<file path="src/rtl/radio_mode_pkg.sv">
package radio_mode_pkg;

    typedef enum logic [2:0] {
        ST_STANDBY,
        ST_READY,
        ST_TUNE,
        ST_TX_OSC,
        ST_TX_SYN,
        ST_TX
    } mode_state_e;

    localparam int CODE_W = 2;
    localparam logic [CODE_W-1:0] CODE_STANDBY = 2'b00;
    localparam logic [CODE_W-1:0] CODE_READY   = 2'b01;
    localparam logic [CODE_W-1:0] CODE_TUNE    = 2'b10;
    localparam logic [CODE_W-1:0] CODE_TX      = 2'b11;

endpackage

</file>
<file path="src/rtl/radio_mode_reg.sv">
module radio_mode_reg #(
    parameter int REG_W  = 8,
    parameter int TX_BIT = 3
) (
    input  logic             clk,
    input  logic             rst_n,
    input  logic             wr_en,
    input  logic [REG_W-1:0] wr_data,
    input  logic             clr_tx,
    output logic [REG_W-1:0] mode_q
);

    // Host write wins over the self-clear of the transmit request.
    always_ff @(posedge clk) begin
        if (!rst_n) begin
            mode_q <= '0;
        end else if (wr_en) begin
            mode_q <= wr_data;
        end else if (clr_tx) begin
            mode_q[TX_BIT] <= 1'b0;
        end
    end

endmodule

</file>
<file path="src/rtl/radio_mode_fsm.sv">
module radio_mode_fsm
    import radio_mode_pkg::*;
(
    input  logic              clk,
    input  logic              rst_n,
    input  logic              wr_en,
    input  logic              wr_osc,
    input  logic              wr_tune,
    input  logic              wr_tx,
    input  logic              cur_tune,
    input  logic              pkt_sent,
    input  logic              synth_ready,
    output logic              pkt_done,
    output logic              osc_en,
    output logic              synth_en,
    output logic              tx_en,
    output logic [CODE_W-1:0] state_code
);

    mode_state_e state, state_nx;

    // Next-state decision and state register.
    always_comb begin
        state_nx = state;
        if (wr_en) begin
            if (wr_tx) begin
                state_nx = ST_TX_OSC;
            end else if (wr_tune) begin
                state_nx = ST_TUNE;
            end else if (wr_osc) begin
                state_nx = ST_READY;
            end else begin
                state_nx = ST_STANDBY;
            end
        end else begin
            unique case (state)
                ST_STANDBY: state_nx = ST_STANDBY;
                ST_READY:   state_nx = ST_READY;
                ST_TUNE:    state_nx = ST_TUNE;
                ST_TX_OSC:  state_nx = ST_TX_SYN;
                ST_TX_SYN:  state_nx = synth_ready ? ST_TX : ST_TX_SYN;
                ST_TX: begin
                    if (pkt_sent) begin
                        state_nx = cur_tune ? ST_TUNE : ST_READY;
                    end
                end
                default:    state_nx = ST_STANDBY;
            endcase
        end
    end

    always_ff @(posedge clk) begin
        if (!rst_n) begin
            state <= ST_STANDBY;
        end else begin
            state <= state_nx;
        end
    end

    // Output decode from the current state.
    always_comb begin
        osc_en     = 1'b0;
        synth_en   = 1'b0;
        tx_en      = 1'b0;
        state_code = CODE_STANDBY;
        unique case (state)
            ST_STANDBY: state_code = CODE_STANDBY;
            ST_READY: begin
                osc_en     = 1'b1;
                state_code = CODE_READY;
            end
            ST_TUNE: begin
                osc_en     = 1'b1;
                synth_en   = 1'b1;
                state_code = CODE_TUNE;
            end
            ST_TX_OSC: begin
                osc_en     = 1'b1;
                state_code = CODE_READY;
            end
            ST_TX_SYN: begin
                osc_en     = 1'b1;
                synth_en   = 1'b1;
                state_code = CODE_TUNE;
            end
            ST_TX: begin
                osc_en     = 1'b1;
                synth_en   = 1'b1;
                tx_en      = 1'b1;
                state_code = CODE_TX;
            end
            default: state_code = CODE_STANDBY;
        endcase
    end

    assign pkt_done = (state == ST_TX) && pkt_sent;

endmodule

</file>
<file path="src/rtl/radio_mode_ctrl.sv">
module radio_mode_ctrl
    import radio_mode_pkg::*;
#(
    parameter int REG_W    = 8,
    parameter int OSC_BIT  = 0,
    parameter int TUNE_BIT = 1,
    parameter int TX_BIT   = 3
) (
    input  logic             clk,
    input  logic             rst_n,
    input  logic             wr_en,
    input  logic [REG_W-1:0] wr_data,
    input  logic             pkt_sent,
    input  logic             synth_ready,
    output logic [REG_W-1:0] mode_q,
    output logic             osc_en,
    output logic             synth_en,
    output logic             tx_en,
    output logic [1:0]       state_code
);

    logic pkt_done;

    radio_mode_reg #(
        .REG_W  (REG_W),
        .TX_BIT (TX_BIT)
    ) i_reg (
        .clk     (clk),
        .rst_n   (rst_n),
        .wr_en   (wr_en),
        .wr_data (wr_data),
        .clr_tx  (pkt_done),
        .mode_q  (mode_q)
    );

    radio_mode_fsm i_fsm (
        .clk         (clk),
        .rst_n       (rst_n),
        .wr_en       (wr_en),
        .wr_osc      (wr_data[OSC_BIT]),
        .wr_tune     (wr_data[TUNE_BIT]),
        .wr_tx       (wr_data[TX_BIT]),
        .cur_tune    (mode_q[TUNE_BIT]),
        .pkt_sent    (pkt_sent),
        .synth_ready (synth_ready),
        .pkt_done    (pkt_done),
        .osc_en      (osc_en),
        .synth_en    (synth_en),
        .tx_en       (tx_en),
        .state_code  (state_code)
    );

endmodule

</file>
<file path="config.mk">
export PLATFORM = sky130hd
export DESIGN_NAME = radio_mode_ctrl
export DESIGN_NICKNAME = d
export VERILOG_FILES = /design/src/rtl/radio_mode_pkg.sv /design/src/rtl/radio_mode_reg.sv /design/src/rtl/radio_mode_fsm.sv /design/src/rtl/radio_mode_ctrl.sv
export SDC_FILE = /design/constraint.sdc
export NUM_CORES = 1
export LEC_CHECK = 0
export ABC_CLOCK_PERIOD_IN_PS = 2370
export CORE_AREA = 2 2 39 41
export DETAILED_ROUTE_END_ITERATION = 10
export DIE_AREA = 0 0 41 43
export DONT_BUFFER_PORTS = 1
export PLACE_DENSITY = 0.57
export REMOVE_ABC_BUFFERS = 1
export SLEW_MARGIN = 15
export SYNTH_ARGS = -nofsm -noshare
export SYNTH_HDL_FRONTEND = slang
export SYNTH_SLANG_ARGS = --single-unit
</file>
<file path="constraint.sdc">
create_clock -name clk -period 2.37 [get_ports clk]
set_input_delay 0.3555 -clock clk [delete_from_list [all_inputs] [get_ports clk]]
set_output_delay 0.3555 -clock clk [all_outputs]
set_load 0.05 [all_outputs]
</file>
==> qor.csv <==
metric;value;unit
path_class;flip-flop to output port;
worstPathCellList;nor2b_4, and2_1;
cts-root-buf;clkbuf_4;
endpoint_kind;output port;
antenna_found_initial;0;
grt_pass1_vias;374;
final_util;39.9;%
clock-sinks;11;
slew_headroom;61.1;%
die_h;43;um
synth-main-ff-cell;dfxtp_1;
syn_to_final_growth;6.27;%
multiInputGateArea;263;um2
grt_setup_unrepaired;false;
worstPathBufferInverterCount;0;
cap_violations;0;
yosysTopAreaCellShare;42.4;%
power.leakage;0.241;nW
drt-total-wl;1050;um
finalPower;419;uW
drtPass1Iterations;2;
crit_path_max_fanout;8;
hp-class;primary input to flip-flop;
fp.dieArea;0.00176;mm2
h-tree-depth;1;
cts_tree;done;
cts_setup_buffers;0;
synth_most_common_cell;dfxtp_1;
finalHoldViolCount;0;
arrival;1.43;ns
antenna_cells;0;
routed_via_density;5.46;
die_w;41;um
fillerInstances;138;
num_io_pins;26;
cts-root-to-sink-buffers;2;
max_freq;559;MHz
post-route-period-util;75.5;%
yosysTopAreaCell;dfxtp_1;
status;complete, no violations;
skew;0.00113;ns
critPathLaunchType;flip-flop;
place_ws;0.869;ns
gr-total-overflow;0;
drive_gt1_share;11.7;%
io_buffers;0;
drc;0;
start_util;37.5;%
detail-route-antenna-nets;0;
syn-cell-area;519;um2
fin_setup_tns;0;ns
cts.clk_slew.worst_paths;0.07;ns
syn_area_per_cell;8.80;um2
post-dp-hpwl;692;um
synthTopCellsByArea;dfxtp_1, mux2i_1, nor2_1;
slew_viol_final;0;
fin_nets;74;
final.setup.worst_slack;0.580;ns
ys_ff_latch;11;
hold_slack;0.160;ns
cpLargestDelayFamily;simple AND/OR/NAND/NOR gates;
cts_made_buffers;3;
synth_edf_count;0;
async_flop_share;0;%
first_iter_violations;3;
cpMaxStageDelayCell;and2_1;
irDropWorstVdd;404;uV
grt_pass1_wl;1610;um
p_per_area;759;mW/mm2
grt_max_degree;16;
ys_warn_count;0;
core;0.00138;mm2
critPathRequiredTime;2.01;ns
worst_skew_pair.late_latency;0.27;ns
ctsResizeCount;0;
seqCellArea;220;um2
routedWlPerCell;13.9;um
worst_slew_pin_slew;0.583;ns
min_period;1.79;ns
rows;14;
netlist_instances;59;
cpPeakStageDelay;0.46;ns
gp_congestion;0.602;
synth.yosys.seq_area_share;42.4;%
synthTopCellsByCount;dfxtp_1, nor2_1, mux2i_1;
grt_usage;13.9;%
routed-via-count;415;
postCtsHoldBufs;0;
finalSetupViolCount;0;
synth_cell_types;24;
-- worst reg2reg max path: cells and delay by family, from the launching register on --
family           cells  cell delay [ns]
flip-flops           1             0.50
AO/OA/AOI/OAI        1             0.14
AND/OR/NAND/NOR      2             0.73
-- placed cells by master (no fill, tap or decap), drive strengths merged --
cell and instances:
a31oi 1, dfxtp 11, a221oi 1, nor2b 2
a311o 1, nand2 3, and3 1, and2 1
mux2i 7, nand4 1, a21boi 1, a2bb2oi 1
nor2 10, nor3 2, or4 1, a21o 2
inv 2, buf 2, o21ai 1, clkbuf 4
a21oi 4, nand3 1
-- cell type report --
cell class,instances,area share (%)
multi-input cells,41,47.6
flip-flops and latches,11,39.9
inverters,2,1.36
clock buffers,4,4.76
repair buffers,2,2.72
well taps,16,3.63
-- sequential cells by signal (all words and copies together) (netlist names) --
name / flops
i_fsm.state: 3
i_reg.mode_q: 8
-- logic make-up (layout without fill, tap and decap cells) --
kind of cell / count (synthesis) / count (layout) / synth area share (%)
compound gates: 12 / 12 / 15.7
buf+inv: 7 / 8 / 6.99
flops: 11 / 11 / 42.4
mux: 7 / 7 / 13.5
simple gates: 22 / 22 / 21.4
-- metrics by stage --
stage / instance area (um2) / std cells
after floorplan: 490 / 54
after global placement: 526 / 72
after detailed placement: 526 / 72
after CTS: 552 / 76
after global routing: 552 / 76
final: 552 / 76
-- worst paths after layout --
| kind | from | end | slack, ns | cells past startpoint |
|---|---|---|---|---|
| min reg2reg | i_fsm.state[0] | i_fsm.state[1] | 0.64 | 2 |
| max | i_fsm.state[2] | tx_en | 0.58 | 2 |
| max reg2reg | i_reg.mode_q[1] | i_fsm.state[0] | 0.94 | 3 |
| min | wr_en | i_fsm.state[2] | 0.16 | 1 |
-- routing by layer --
layer	up-vias	track usage, %	share of wire, %
li1	208	-	-
met1	183	17.7	48
met2	22	18.1	42
met3	2	5.76	8.7
met4	0	10.0	0.57
met5	-	0	0
-- power by group --
part,internal (mW),total [mW],switching [mW]
Sequential,0.195,0.235,0.0398
Combinational,0.0202,0.0566,0.0364
Clock,0.0652,0.127,0.0617
Power figures use the tool's default switching activity.
